## config.mk

```make
export PLATFORM = sky130hd
export DESIGN_NAME = irq_moderator
export DESIGN_NICKNAME = d
export VERILOG_FILES = /design/src/rtl/irq_mod_pkg.sv /design/src/rtl/irq_dly_timer.sv /design/src/rtl/irq_delay_path.sv /design/src/rtl/irq_cause_core.sv /design/src/rtl/irq_moderator.sv
export SDC_FILE = /design/constraint.sdc
export NUM_CORES = 1
export LEC_CHECK = 0
export BUFFER_PORTS_ARGS = -buffer_cell sky130_fd_sc_hd__clkbuf_2
export CORE_UTILIZATION = 50
export DETAILED_ROUTE_END_ITERATION = 8
export GPL_TIMING_DRIVEN = 0
export HOLD_SLACK_MARGIN = 0.12
export PLACE_DENSITY_LB_ADDON = 0.12
export SYNTH_ARGS = -nofsm -noshare
export SYNTH_HDL_FRONTEND = slang
export SYNTH_SLANG_ARGS = --single-unit
```

## constraint.sdc

```tcl
create_clock -name clk -period 5.6 [get_ports clk]
set_clock_uncertainty 0.05 [all_clocks]
set_input_delay 0.56 -clock clk [delete_from_list [all_inputs] [get_ports clk]]
set_output_delay 0.56 -clock clk [all_outputs]
set_load 0.01 [all_outputs]
```

## src/rtl/irq_mod_pkg.sv

```systemverilog
`timescale 1ns/1ps
package irq_mod_pkg;
   // timer flavours selected at elaboration
   localparam int TMR_ONESHOT = 0;   // started only while idle
   localparam int TMR_RETRIG  = 1;   // reloaded on every trigger
   // direction indices
   localparam int DIR_RX = 0;
   localparam int DIR_TX = 1;
   localparam int NDIR   = 2;
   // timers per direction: index 0 per-packet, index 1 absolute
   localparam int NTMR   = 2;

   function automatic int tmr_mode_of(input int idx);
      return (idx == 0) ? TMR_RETRIG : TMR_ONESHOT;
   endfunction
endpackage

```

## src/rtl/irq_dly_timer.sv

```systemverilog
`timescale 1ns/1ps
module irq_dly_timer #(
   parameter int VAL_W       = 16,
   parameter int UNIT_CYCLES = 256,
   parameter int MODE        = irq_mod_pkg::TMR_ONESHOT
) (
   input  logic             clk,
   input  logic             rst_n,
   input  logic [VAL_W-1:0] dly_val,
   input  logic             trig,
   input  logic             cancel,
   output logic             expire,
   output logic             busy
);
   localparam int UNIT_W = $clog2(UNIT_CYCLES + 1);
   localparam int CNT_W  = VAL_W + UNIT_W;

   logic [CNT_W-1:0] cnt_q;
   logic [CNT_W-1:0] load_cyc;
   logic             enabled;
   logic             start;

   assign enabled  = (dly_val != '0);
   assign load_cyc = CNT_W'(dly_val) * CNT_W'(UNIT_CYCLES);
   assign expire   = (cnt_q == CNT_W'(1));
   assign busy     = (cnt_q != '0);

   generate
      if (MODE == irq_mod_pkg::TMR_RETRIG) begin : g_retrig
         assign start = trig & enabled;
      end else begin : g_oneshot
         assign start = trig & enabled & (~busy | cancel | expire);
      end
   endgenerate

   always_ff @(posedge clk or negedge rst_n) begin
      if (!rst_n) begin
         cnt_q <= '0;
      end else if (!enabled) begin
         cnt_q <= '0;
      end else if (start) begin
         cnt_q <= load_cyc;
      end else if (cancel) begin
         cnt_q <= '0;
      end else if (busy) begin
         cnt_q <= cnt_q - CNT_W'(1);
      end
   end
endmodule

```

## src/rtl/irq_delay_path.sv

```systemverilog
`timescale 1ns/1ps
module irq_delay_path #(
   parameter int VAL_W       = 16,
   parameter int UNIT_CYCLES = 256
) (
   input  logic             clk,
   input  logic             rst_n,
   input  logic [VAL_W-1:0] pkt_val,
   input  logic [VAL_W-1:0] abs_val,
   input  logic             evt,
   output logic             expire_any,
   output logic             busy_any,
   output logic             wb_req_q
);
   localparam int NT = irq_mod_pkg::NTMR;

   logic [NT-1:0][VAL_W-1:0] vals;
   logic [NT-1:0]            exp_v;
   logic [NT-1:0]            busy_v;

   assign vals       = {abs_val, pkt_val};
   assign expire_any = |exp_v;
   assign busy_any   = |busy_v;

   for (genvar k = 0; k < NT; k++) begin : g_tmr
      irq_dly_timer #(
         .VAL_W      (VAL_W),
         .UNIT_CYCLES(UNIT_CYCLES),
         .MODE       (irq_mod_pkg::tmr_mode_of(k))
      ) u_tmr (
         .clk    (clk),
         .rst_n  (rst_n),
         .dly_val(vals[k]),
         .trig   (evt),
         .cancel (expire_any),
         .expire (exp_v[k]),
         .busy   (busy_v[k])
      );
   end

   always_ff @(posedge clk or negedge rst_n) begin
      if (!rst_n) begin
         wb_req_q <= 1'b0;
      end else begin
         wb_req_q <= expire_any;
      end
   end
endmodule

```

## src/rtl/irq_cause_core.sv

```systemverilog
`timescale 1ns/1ps
module irq_cause_core #(
   parameter int NCAUSE = 8
) (
   input  logic              clk,
   input  logic              rst_n,
   input  logic [NCAUSE-1:0] post_vec,
   input  logic [NCAUSE-1:0] now_vec,
   input  logic              set_vld,
   input  logic [NCAUSE-1:0] set_bits,
   input  logic              clr_vld,
   input  logic [NCAUSE-1:0] clr_bits,
   input  logic              rd_clr,
   input  logic              thr_busy,
   output logic [NCAUSE-1:0] pend_q,
   output logic [NCAUSE-1:0] mask_q,
   output logic              irq_q,
   output logic              irq_rise,
   output logic              now_hit,
   output logic              unmask_any
);
   logic [NCAUSE-1:0] pend_d;
   logic [NCAUSE-1:0] mask_d;
   logic              irq_d;

   always_comb begin
      pend_d = (rd_clr ? '0 : pend_q) | post_vec;
      mask_d = mask_q;
      if (set_vld) mask_d = mask_d | set_bits;
      if (clr_vld) mask_d = mask_d & ~clr_bits;
   end

   assign unmask_any = |(pend_d & mask_d);
   assign now_hit    = |(now_vec & mask_d);
   assign irq_d      = unmask_any & (irq_q | now_hit | ~thr_busy);
   assign irq_rise   = irq_d & ~irq_q;

   always_ff @(posedge clk or negedge rst_n) begin
      if (!rst_n) begin
         pend_q <= '0;
         mask_q <= '0;
         irq_q  <= 1'b0;
      end else begin
         pend_q <= pend_d;
         mask_q <= mask_d;
         irq_q  <= irq_d;
      end
   end
endmodule

```

## src/rtl/irq_moderator.sv

```systemverilog
`timescale 1ns/1ps
module irq_moderator #(
   parameter int NCAUSE      = 8,
   parameter int TMR_W       = 16,
   parameter int UNIT_CYCLES = 256,
   parameter int RXT_BIT     = 7,
   parameter int TXDW_BIT    = 0
) (
   input  logic              clk,
   input  logic              rst_n,
   input  logic              cause_vld,
   input  logic [NCAUSE-1:0] cause_vec,
   input  logic              cause_now,
   input  logic              mask_set_vld,
   input  logic [NCAUSE-1:0] mask_set_bits,
   input  logic              mask_clr_vld,
   input  logic [NCAUSE-1:0] mask_clr_bits,
   input  logic              pend_rd,
   input  logic [TMR_W-1:0]  thr_ival,
   input  logic [TMR_W-1:0]  rx_pkt_dly,
   input  logic [TMR_W-1:0]  rx_abs_dly,
   input  logic [TMR_W-1:0]  tx_pkt_dly,
   input  logic [TMR_W-1:0]  tx_abs_dly,
   input  logic              rx_pkt_evt,
   input  logic              tx_pkt_evt,
   input  logic              tx_wb_done,
   output logic [NCAUSE-1:0] pend,
   output logic              rx_wb_req,
   output logic              tx_wb_req,
   output logic              irq
);
   localparam int ND = irq_mod_pkg::NDIR;

   if (NCAUSE < 2) begin : g_chk_ncause
      $error("irq_moderator: NCAUSE must be at least 2");
   end
   if (TMR_W < 1 || UNIT_CYCLES < 1) begin : g_chk_tmr
      $error("irq_moderator: timer width and unit length must be positive");
   end
   if (RXT_BIT >= NCAUSE || TXDW_BIT >= NCAUSE || RXT_BIT == TXDW_BIT) begin : g_chk_bits
      $error("irq_moderator: timer cause bits must be distinct and in range");
   end

   logic [ND-1:0][TMR_W-1:0] pkt_vals;
   logic [ND-1:0][TMR_W-1:0] abs_vals;
   logic [ND-1:0]            dir_evt;
   logic [ND-1:0]            dir_exp;
   logic [ND-1:0]            dir_busy;
   logic [ND-1:0]            dir_req;

   assign pkt_vals = {tx_pkt_dly, rx_pkt_dly};
   assign abs_vals = {tx_abs_dly, rx_abs_dly};
   assign dir_evt  = {tx_pkt_evt, rx_pkt_evt};

   for (genvar d = 0; d < ND; d++) begin : g_dir
      irq_delay_path #(
         .VAL_W      (TMR_W),
         .UNIT_CYCLES(UNIT_CYCLES)
      ) u_path (
         .clk       (clk),
         .rst_n     (rst_n),
         .pkt_val   (pkt_vals[d]),
         .abs_val   (abs_vals[d]),
         .evt       (dir_evt[d]),
         .expire_any(dir_exp[d]),
         .busy_any  (dir_busy[d]),
         .wb_req_q  (dir_req[d])
      );
   end

   logic rx_busy;
   logic tx_busy;
   assign rx_busy   = dir_busy[irq_mod_pkg::DIR_RX];
   assign tx_busy   = dir_busy[irq_mod_pkg::DIR_TX];
   assign rx_wb_req = dir_req[irq_mod_pkg::DIR_RX];
   assign tx_wb_req = dir_req[irq_mod_pkg::DIR_TX];

   // cause merge: external strobe plus timer expiries and writeback completion
   logic [NCAUSE-1:0] post_vec;
   logic [NCAUSE-1:0] now_vec;

   always_comb begin
      post_vec = cause_vld ? cause_vec : '0;
      now_vec  = (cause_vld && cause_now) ? cause_vec : '0;
      if (dir_exp[irq_mod_pkg::DIR_RX]) begin
         post_vec[RXT_BIT] = 1'b1;
         now_vec[RXT_BIT]  = 1'b1;
      end
      if (dir_exp[irq_mod_pkg::DIR_TX]) begin
         post_vec[TXDW_BIT] = 1'b1;
         now_vec[TXDW_BIT]  = 1'b1;
      end
      if (tx_wb_done) begin
         post_vec[TXDW_BIT] = 1'b1;
      end
   end

   logic              thr_busy;
   logic              thr_expire;
   logic              irq_rise;
   logic              now_hit;
   logic              unmask_any;
   logic [NCAUSE-1:0] mask_q;

   irq_dly_timer #(
      .VAL_W      (TMR_W),
      .UNIT_CYCLES(UNIT_CYCLES),
      .MODE       (irq_mod_pkg::TMR_ONESHOT)
   ) u_throttle (
      .clk    (clk),
      .rst_n  (rst_n),
      .dly_val(thr_ival),
      .trig   (irq_rise),
      .cancel (1'b0),
      .expire (thr_expire),
      .busy   (thr_busy)
   );

   irq_cause_core #(
      .NCAUSE(NCAUSE)
   ) u_core (
      .clk       (clk),
      .rst_n     (rst_n),
      .post_vec  (post_vec),
      .now_vec   (now_vec),
      .set_vld   (mask_set_vld),
      .set_bits  (mask_set_bits),
      .clr_vld   (mask_clr_vld),
      .clr_bits  (mask_clr_bits),
      .rd_clr    (pend_rd),
      .thr_busy  (thr_busy),
      .pend_q    (pend),
      .mask_q    (mask_q),
      .irq_q     (irq),
      .irq_rise  (irq_rise),
      .now_hit   (now_hit),
      .unmask_any(unmask_any)
   );
endmodule

```

==> metrics.txt, run 1 <==
top-level port count=~130; total setup buffers inserted after CTS=0; Worst setup SP type=register; drt drc=0; Site Rows=46; dpl ws=about 2.1 ns; area post-placement=9090 sq um; count of cell types in the netlist=60; CP Class=reg -> reg; Async SR Flop Fraction=100%; pin count of the biggest net entering global routing=111; RSZ-0062 raised after global routing=no; HPWL Detailed=roughly 15000 um; clock root buffer=clkbuf_16; antenna-violating nets left=0; global-route wire length before repair=32900 um; final setup violating endpoints=0; Layout Area Growth over Synthesis=17.8%; worst-margin pin slew=~0.95 ns; worst vdd ir=approximately 0.24 mV; Final nets=between 1000 and 1500; chip height=~130 um; Tot GR Track Use=about 25%; post-route cell area=between 9000 and 10000 sq um; Starting Density=about half; Initial DRT Pass Iterations=5; Worst slew margin=approximately 36%; clock edge transition at the registers on the reported setup and hold paths=about 0.06 ns; CTS tree=yes; GPL Wtd Cong=about 0.86; die width=between 100 and 150 um; initial antenna violation count=0; Cells after Synth=881; Core Region=15900 sq um; fin util=a little over 60%; number of I/O port buffers=~120; Yosys warnings=0; vias in the first global route=6752; Min Hold Slack=approximately 0.31 ns; syn avg cell area=approximately 9.3 sq um; routed vias=around 7000; Leakage=approximately 4.3 nW; crit-path max FO=10; worst-skew pair later-pin latency=about 0.42 ns; total routed wirelength=20000 um; share of cells above drive strength 1=about 18%; Yosys reg bits=144; final period utilization=63.5%; predominant post-synthesis flop cell=dfrtp_1; gr ovfl total=0; Post-Synthesis Cell Area=a little over 8000 sq um; worst setup margin=slightly above 2 ns; critical path endpoint category=register; Max-Cap Viols=0; WL per Instance=between 15 and 20 um; 1st-iter DRT viols=419; CP arrival=~3.9 ns; routed vias/inst=5.61; final period demand of the worst path=approximately 3.6 ns; Final Hold Viols=0; Final Max Tran Viols=0; Worst Hold Class=in -> reg; highest clock rate=281 MHz; # diodes=0; clk sinks=approximately 140; status=complete, no violations; setup tns final=0 ns; Seq/Total Area, Yosys=about 44%; Die Area=about 17000 sq um; number of synthesized flops with an enable pin=0; total power density per cell area=287 nW/um^2; H-tree levels=4; Synthesized Nets=1009; Num CTS Buffers=17; critical path required time=a little under 6 ns; Clock Tree Buf Depth=2
## stage by stage
step	cells	total power, W
after floorplan	881	0.00158
after global placement	1219	0.00174
after detailed placement	1220	0.00175
after CTS	1251	0.00279
after global routing	1251	0.00292
final	1251	0.00276
## power by group
part	switching, W	internal (W)
registers	0.000125	0.00116
logic	0.000248	0.000203
clock network	0.000419	0.000606
## cell families after synthesis
| family | count (synthesis) | synth area share [%] |
|---|---|---|
| DFF | 144 | 44.1 |
| buffers and inverters | 46 | 2.40 |
| and+or+nand+nor | 419 | 26.2 |
| muxes | 10 | 1.53 |
| xor gates and xnor gates | 112 | 12.0 |
| AOI/OAI and AO/OA | 136 | 11.6 |
| adders and majority gates | 14 | 2.14 |
## layout make-up
class / instances / area (sq um)
sequential: 144 / 3600
clock buffer: 25 / 495
multi-input combinational: 691 / 4370
buffer: 31 / 140
timing repair buffer: 124 / 657
inverter: 15 / 56.3
fill: 1438 / 6310
clock inverter: 5 / 31.3
tap: 216 / 270
## worst max-delay path, stage by stage (launching register included)
cell,delay (ns)
dfrtp_1,0.40
nor4_1,0.78
nand3b_1,0.13
nor4_1,0.75
o311a_1,0.32
clkbuf_1,0.37
buf_1,0.41
nand2_1,0.11
a21oi_1,0.14
## flip-flops by register name, indices dropped and copies added, names as in the netlist
name / cells
u_core.pend_q: 8
g_dir.u_path.g_tmr.u_tmr.cnt_q: 100
u_core.irq_q: 1
u_core.mask_q: 8
g_dir.u_path.wb_req_q: 2
u_throttle.cnt_q: 25
## metal layers
metal,global-route usage [%],routed length (um)
met3,6.15,925
met2,39.8,9180
met4,7.46,276
met5,0,0
met1,34.6,9620
## Yosys cell counts (3+ instances only)
cell type  instances  area (sq um)
or4_1             14           105
nor3b_1            3          22.5
xnor2_1           52           455
nand3_1           24           120
o41ai_1            3          26.3
a21bo_2            3          30.0
or2_2              4          25.0
buf_2              4          20.0
nand4_1           11          68.8
and2_1             4          25.0
nor2_1           145           544
and3_1             5          31.3
nor3_1            44           220
nand3b_1           4          30.0
inv_1             15          56.3
a211oi_1           6          45.0
clkbuf_1          23          86.3
xor2_1            60           526
dfrtp_1          144          3600
o21ai_0            6          30.0
or4_4              3          33.8
o2bb2ai_1          7          61.3
or3_1             33           206
mux2_2             4          45.0
nand2_1           52           195
a21oi_1           45           225
mux2_4             4          60.1
ha_1              14           175
nor4_1            54           338
o31a_1             3          26.3
a22o_1            10          87.6
nand4b_1           4          35.0
a22oi_1           37           278
## repair_timing
item	CTS	global route
endpoints found under the hold margin	34	0
resized for setup	0	0
hold buffers	1	0
## placed cells by master, fill, tap and decap left out, types with 15 or more instances in the layout
master,synthesis,final
nor4_1,54,54
xor2_1,60,60
or3_1,33,33
clkbuf_2,0,121
nand2_1,52,52
clkbuf_1,23,27
a21oi_1,45,45
nor3_1,44,44
clkbuf_16,0,17
nand3_1,24,24
xnor2_1,52,52
dfrtp_1,144,144
a22oi_1,37,37
inv_1,15,15
nor2_1,145,145
## worst paths after layout
path,endpoint,cells past startpoint,startpoint,slack [ns]
min in group asynchronous,u_throttle.cnt_q[18]$_DFFE_PN0P_,2,rst_n,0.55
max in group asynchronous,g_dir[0].u_path.g_tmr[0].u_tmr.cnt_q[19]$_DFFE_PN0P_,3,rst_n,4.12
worst max register to register,g_dir[1].u_path.g_tmr[1].u_tmr.cnt_q[19]$_DFFE_PN0P_,8,g_dir[1].u_path.g_tmr[0].u_tmr.cnt_q[20]$_DFFE_PN0P_,2.05
worst min-delay path,u_core.mask_q[1]$_DFF_PN0_,2,mask_clr_bits[1],0.31
worst max-delay path,g_dir[1].u_path.g_tmr[1].u_tmr.cnt_q[19]$_DFFE_PN0P_,8,g_dir[1].u_path.g_tmr[0].u_tmr.cnt_q[20]$_DFFE_PN0P_,2.05
worst min register to register,u_core.pend_q[2]$_DFF_PN0_,1,u_core.pend_q[2]$_DFF_PN0_,0.48
Note: power is estimated with default switching activity, not from simulation.
==> run 2: changes to the inputs <==
Clock period 5.6 ns to 3.5 ns, I/O delays scaled along.
==> metrics.txt, run 2 (synthesis results as in run 1) <==
Site Rows=46 (unchanged); Final Max Tran Viols=0 (unchanged); routed vias/inst=5.59 (-0.31%); share of cells above drive strength 1=17.7% (+0.068 points); final period utilization=93.8% (+30 points); total routed wirelength=20500 um (+2.3%); total power density per cell area=448 nW/um^2 (+56%); area post-placement=9090 sq um (unchanged); final cell count without fillers=1281 (+2.4%); 1st-iter DRT viols=397 (-5.3%); # diodes=0 (unchanged); most frequent cells in the layout=145 x nor2_1, 144 x dfrtp_1, 121 x clkbuf_2; R2R depth=9 (+1); Max-Cap Viols=0 (unchanged); Min Hold Slack=0.127 ns (-0.186 ns); H-tree levels=4 (unchanged); status=complete, no violations; Clock Tree Buf Depth=2 (unchanged); drt drc=0 (unchanged); top-level port count=125 (unchanged); Final nets=1182 (+2.6%); routed vias=7158 (+2.1%); placed insts=1220 (unchanged); gr ovfl total=0 (unchanged); global-route wire length before repair=33300 um (+1.2%); clock root buffer=clkbuf_16; Layout Area Growth over Synthesis=22.1%; crit-path max FO=10 (unchanged); RSZ-0062 raised after global routing=no; CTS tree=yes; cell family with most CP delay=simple AND/OR/NAND/NOR gates; chip height=130 um (unchanged); worst-margin pin slew=0.891 ns (-0.0573 ns); critical path's largest stage delay=0.56 ns (-0.22 ns); initial antenna violation count=0 (unchanged); HPWL Detailed=14700 um (unchanged); Worst slew margin=39.1% (+2.9 points); number of I/O port buffers=122 (unchanged); most frequent CP cell=or4_4; die width=130 um (unchanged); Worst setup SP type=register; critical path endpoint category=register; worst vdd ir=0.383 mV (+61%); clock edge transition at the registers on the reported setup and hold paths=0.06 ns (about the same); final period demand of the worst path=3.28 ns (-0.270 ns); Regs by FF count=g_dir.u_path.g_tmr.u_tmr.cnt_q x100, u_throttle.cnt_q x25; CP Class=reg -> reg; antenna-violating nets left=0 (unchanged); Worst Hold Class=in -> reg; crit path buf inv count=2 (unchanged); critical path required time=3.76 ns (-2.13 ns); Core Region=15900 sq um (unchanged); CP arrival=3.54 ns (-0.31 ns); highest clock rate=305 MHz (+8.2%); Design Power=0.00447 W (+62%); Die Area=16900 sq um (unchanged); met2 Usage GRT=40.8% (+1.0 points); CP Cell Sequence=or4_4, or4_4, or4_4, buf_6, nand2b_2, nor4_2, nor3_4, buf_6, mux2_4; Starting Density=51.3% (unchanged); busiest grt layer=met2; Initial DRT Pass Iterations=5 (unchanged); pin count of the biggest net entering global routing=111 (unchanged); vias in the first global route=6924 (+2.5%); GPL Wtd Cong=0.862 (unchanged); Num CTS Buffers=17 (unchanged); post-route cell area=9980 sq um (+3.7%); WL per Instance=16.0 um (-0.11%); Worst Hold Depth=2 (unchanged); GR Layer Usage met3=6.23% (+0.082 points); Biggest register=g_dir.u_path.g_tmr.u_tmr.cnt_q; reg-to-reg slack, setup=0.22 ns (-1.83 ns); max FFs per register=100 (unchanged); Fillers=1390 (-3.3%); most common cell after layout, fill and taps aside=nor2_1; clk sinks=144 (unchanged); fin util=62.6% (+2.2 points); slowest CP cell=or4_4; worst-skew pair later-pin latency=0.42 ns (about the same); final setup violating endpoints=0 (unchanged); met1 GRT Util=34.4% (-0.16 points); Final Hold Viols=0 (unchanged); Worst path depth=9 (+1); Tot GR Track Use=25.6% (+0.29 points); Leakage=4.40 nW (+3.5%)
run 2: cell count changes in the layout (fill, tap and decap cells not counted), sizes merged:
cell,change
dlygate4sd3,+30
run 2: where the power goes:
part	internal, W	total [W]	switching (W)	leakage [nW]
Sequential	0.00186	0.00207	0.000207	1.77
Clock	0.000970	0.00164	0.000672	0.259
Combinational	0.000351	0.000760	0.000408	2.38
run 2: metal layers:
layer	up-vias	routed length, um
met5	-	0
met4	0	296
met3	27	988
met2	203	9470
met1	3395	9710
li1	3533	-
run 2: area by class of cell:
type                    count  area (sq um)  share of cell area (%)
plain buffers              31           140                    1.40
clock buffers              25           495                    4.96
clock inverters             5          31.3                   0.313
inverters                  15          56.3                   0.564
multi-input cells         691          4430                    44.3
flip-flops and latches    144          3600                    36.1
well taps                 216           270                    2.71
repair buffers            154           957                    9.59
run 2: repair_timing:
| item | CTS | global route |
|---|---|---|
| hold endpoints to repair | 64 | 0 |
| resized for setup | 1 | 7 |
| hold buffers | 31 | 0 |
| setup buffers | 0 | 0 |
| setup endpoints to repair | 1 | 64 |
run 2: per-stage QoR:
stage               worst slack, ns  TNS (ns)
global placement             -0.488    -68.02
detailed placement          0.00986         0
finish                        0.217         0
global route                0.00865         0
floorplan                     0.458         0
CTS                          0.0138         0
run 2: final timing paths:
kind,from,to
min reg2reg,u_core.pend_q[2]$_DFF_PN0_,u_core.pend_q[2]$_DFF_PN0_
min,mask_clr_bits[3],u_core.mask_q[3]$_DFF_PN0_
max,u_throttle.cnt_q[17]$_DFFE_PN0P_,u_throttle.cnt_q[23]$_DFFE_PN0P_
max reg2reg,u_throttle.cnt_q[17]$_DFFE_PN0P_,u_throttle.cnt_q[23]$_DFFE_PN0P_
min in group asynchronous,rst_n,u_throttle.cnt_q[22]$_DFFE_PN0P_
max in group asynchronous,rst_n,u_throttle.cnt_q[8]$_DFFE_PN0P_
run 2: worst register-to-register path: stages (launching register included):
cell and delay [ns]:
dfrtp_1 0.43, or4_4 0.56, or4_4 0.47, or4_4 0.50, buf_6 0.16, nand2b_2 0.07, nor4_2 0.06, nor3_4 0.35
buf_6 0.22, mux2_4 0.31
==> run 3: changes to the inputs <==
Clock period 3.5 ns to 3.63 ns, I/O delays scaled along.
==> metrics.txt, run 3 (synthesis results as in run 1) <==
status=complete, no violations; Worst path depth=7 (-2); clock root buffer=clkbuf_16; Worst setup SP type=register; HPWL Detailed=14700 um (unchanged); WL per Instance=16.0 um (+0.46%); DR WL met3=987 um (-0.10%); # diodes=0 (unchanged); Design Power=0.00430 W (-3.9%); Leakage=4.34 nW (-1.4%); Initial DRT Pass Iterations=6 (+1); clk sinks=144 (unchanged); slowest CP cell=o31ai_1; worst vdd ir=0.370 mV (-3.3%); Max-Cap Viols=0 (unchanged); cell family with most CP delay=simple AND/OR/NAND/NOR gates; CP Cell Sequence=or4_1, or4_1, nor2_1, nand2_1, o31ai_1, clkbuf_1, nor2_1; global-route wire length before repair=33200 um (-0.39%); Worst Hold Class=in -> reg; routed vias=7114 (-0.61%); Site Rows=46 (unchanged); critical path endpoint category=register; Layout Area Growth over Synthesis=20.4%; Worst slew margin=39.8% (+0.75 points); number of I/O port buffers=122 (unchanged); final period utilization=92.3% (-1.5 points); final setup violating endpoints=0 (unchanged); Final Hold Viols=0 (unchanged); post-route cell area=9850 sq um (-1.3%); Final Max Tran Viols=0 (unchanged); Worst Hold Depth=3 (+1); Regs by FF count=g_dir.u_path.g_tmr.u_tmr.cnt_q x100, u_throttle.cnt_q x25; GPL Wtd Cong=0.862 (unchanged); gr ovfl total=0 (unchanged); Biggest register=g_dir.u_path.g_tmr.u_tmr.cnt_q; area post-placement=9090 sq um (unchanged); RSZ-0062 raised after global routing=no; Die Area=16900 sq um (unchanged); max FFs per register=100 (unchanged); total power density per cell area=436 nW/um^2 (-2.5%); Starting Density=51.3% (unchanged); chip height=130 um (unchanged); vias in the first global route=6870 (-0.78%); critical path required time=3.86 ns (+0.10 ns); crit-path max FO=10 (unchanged); wl on met1=9660 um (-0.44%); clock edge transition at the registers on the reported setup and hold paths=0.06 ns (about the same); fin util=61.8% (-0.84 points); pin count of the biggest net entering global routing=111 (unchanged); Tot GR Track Use=25.5% (-0.087 points); most common cell after layout, fill and taps aside=nor2_1; critical path's largest stage delay=0.66 ns (+0.10 ns); total routed wirelength=20400 um (-0.40%); Core Region=15900 sq um (unchanged); H-tree levels=4 (unchanged); Num CTS Buffers=17 (unchanged); most frequent cells in the layout=145 x nor2_1, 144 x dfrtp_1, 121 x clkbuf_2; crit path buf inv count=1 (-1); Final nets=1171 (-0.93%); CP Class=reg -> reg; 1st-iter DRT viols=369 (-7.1%); antenna-violating nets left=0 (unchanged); drt drc=0 (unchanged); CTS tree=yes; Clock Tree Buf Depth=2 (unchanged); routed wl met2=9440 um (-0.30%); highest clock rate=299 MHz (-2.0%); top-level port count=125 (unchanged); final period demand of the worst path=3.35 ns (+0.0658 ns); CP arrival=3.58 ns (+0.04 ns); worst-skew pair later-pin latency=0.43 ns (about the same); uppermost layer routed=met4; share of cells above drive strength 1=17.6% (-0.10 points); die width=130 um (unchanged); R2R depth=7 (-2); worst-margin pin slew=0.880 ns (-0.0109 ns); routed vias/inst=5.60 (+0.25%); initial antenna violation count=0 (unchanged); total setup buffers inserted after CTS=0 (unchanged)
-- run 3: power breakdown --
group | switching, W | leakage, nW | internal, W
logic | 0.000390 | 2.32 | 0.000329
registers | 0.000198 | 1.77 | 0.00179
clock network | 0.000652 | 0.259 | 0.000936
total | 0.00124 | 4.34 | 0.00306
-- run 3: final timing paths --
check                                                                       end                                                  from  slack (ns)
max                        g_dir[0].u_path.g_tmr[0].u_tmr.cnt_q[19]$_DFFE_PN0P_  g_dir[0].u_path.g_tmr[0].u_tmr.cnt_q[12]$_DFFE_PN0P_        0.28
min                        g_dir[0].u_path.g_tmr[1].u_tmr.cnt_q[17]$_DFFE_PN0P_                                         rx_abs_dly[9]        0.13
max reg2reg                g_dir[0].u_path.g_tmr[0].u_tmr.cnt_q[19]$_DFFE_PN0P_  g_dir[0].u_path.g_tmr[0].u_tmr.cnt_q[12]$_DFFE_PN0P_        0.28
min reg2reg                                          u_core.pend_q[2]$_DFF_PN0_                            u_core.pend_q[2]$_DFF_PN0_        0.48
max in group asynchronous                       u_throttle.cnt_q[8]$_DFFE_PN0P_                                                 rst_n        2.34
min in group asynchronous                      u_throttle.cnt_q[18]$_DFFE_PN0P_                                                 rst_n        0.35
-- run 3: per-layer routing --
layer / track usage [%] / up-vias
met5: 0 / -
met3: 6.23 / 29
met1: 34.5 / 3377
met4: 7.73 / 0
met2: 40.4 / 189
li1: - / 3519
-- run 3: stage by stage --
step	hold slack [ns]	setup WS, ns	setup TNS [ns]	instances
after floorplan	0.0174	0.588	0	881
after global placement	0.469	-0.371	-51.09	1219
after detailed placement	0.243	0.140	0	1220
after CTS	0.120	0.124	0	1270
after global routing	0.123	0.0232	0	1270
final	0.133	0.281	0	1270
-- run 3: final cells by class --
type	instances	area (sq um)
Tap cell	216	270
Clock buffer	25	495
Timing Repair Buffer	143	847
Sequential cell	144	3600
Multi-Input combinational cell	691	4400
Buffer	31	140
Clock inverter	5	31.3
Inverter	15	56.3
Fill cell	1406	6100
-- run 3: repair_timing --
item,in CTS,in global routing
endpoints found under the setup margin,0,25
hold buffers,20,0
resized for setup,0,4
endpoints found under the hold margin,53,0
-- run 3: worst min-delay path: stages --
cell and delay (ns):
clkbuf_2 0.09, nand2_1 0.05, a21oi_1 0.06
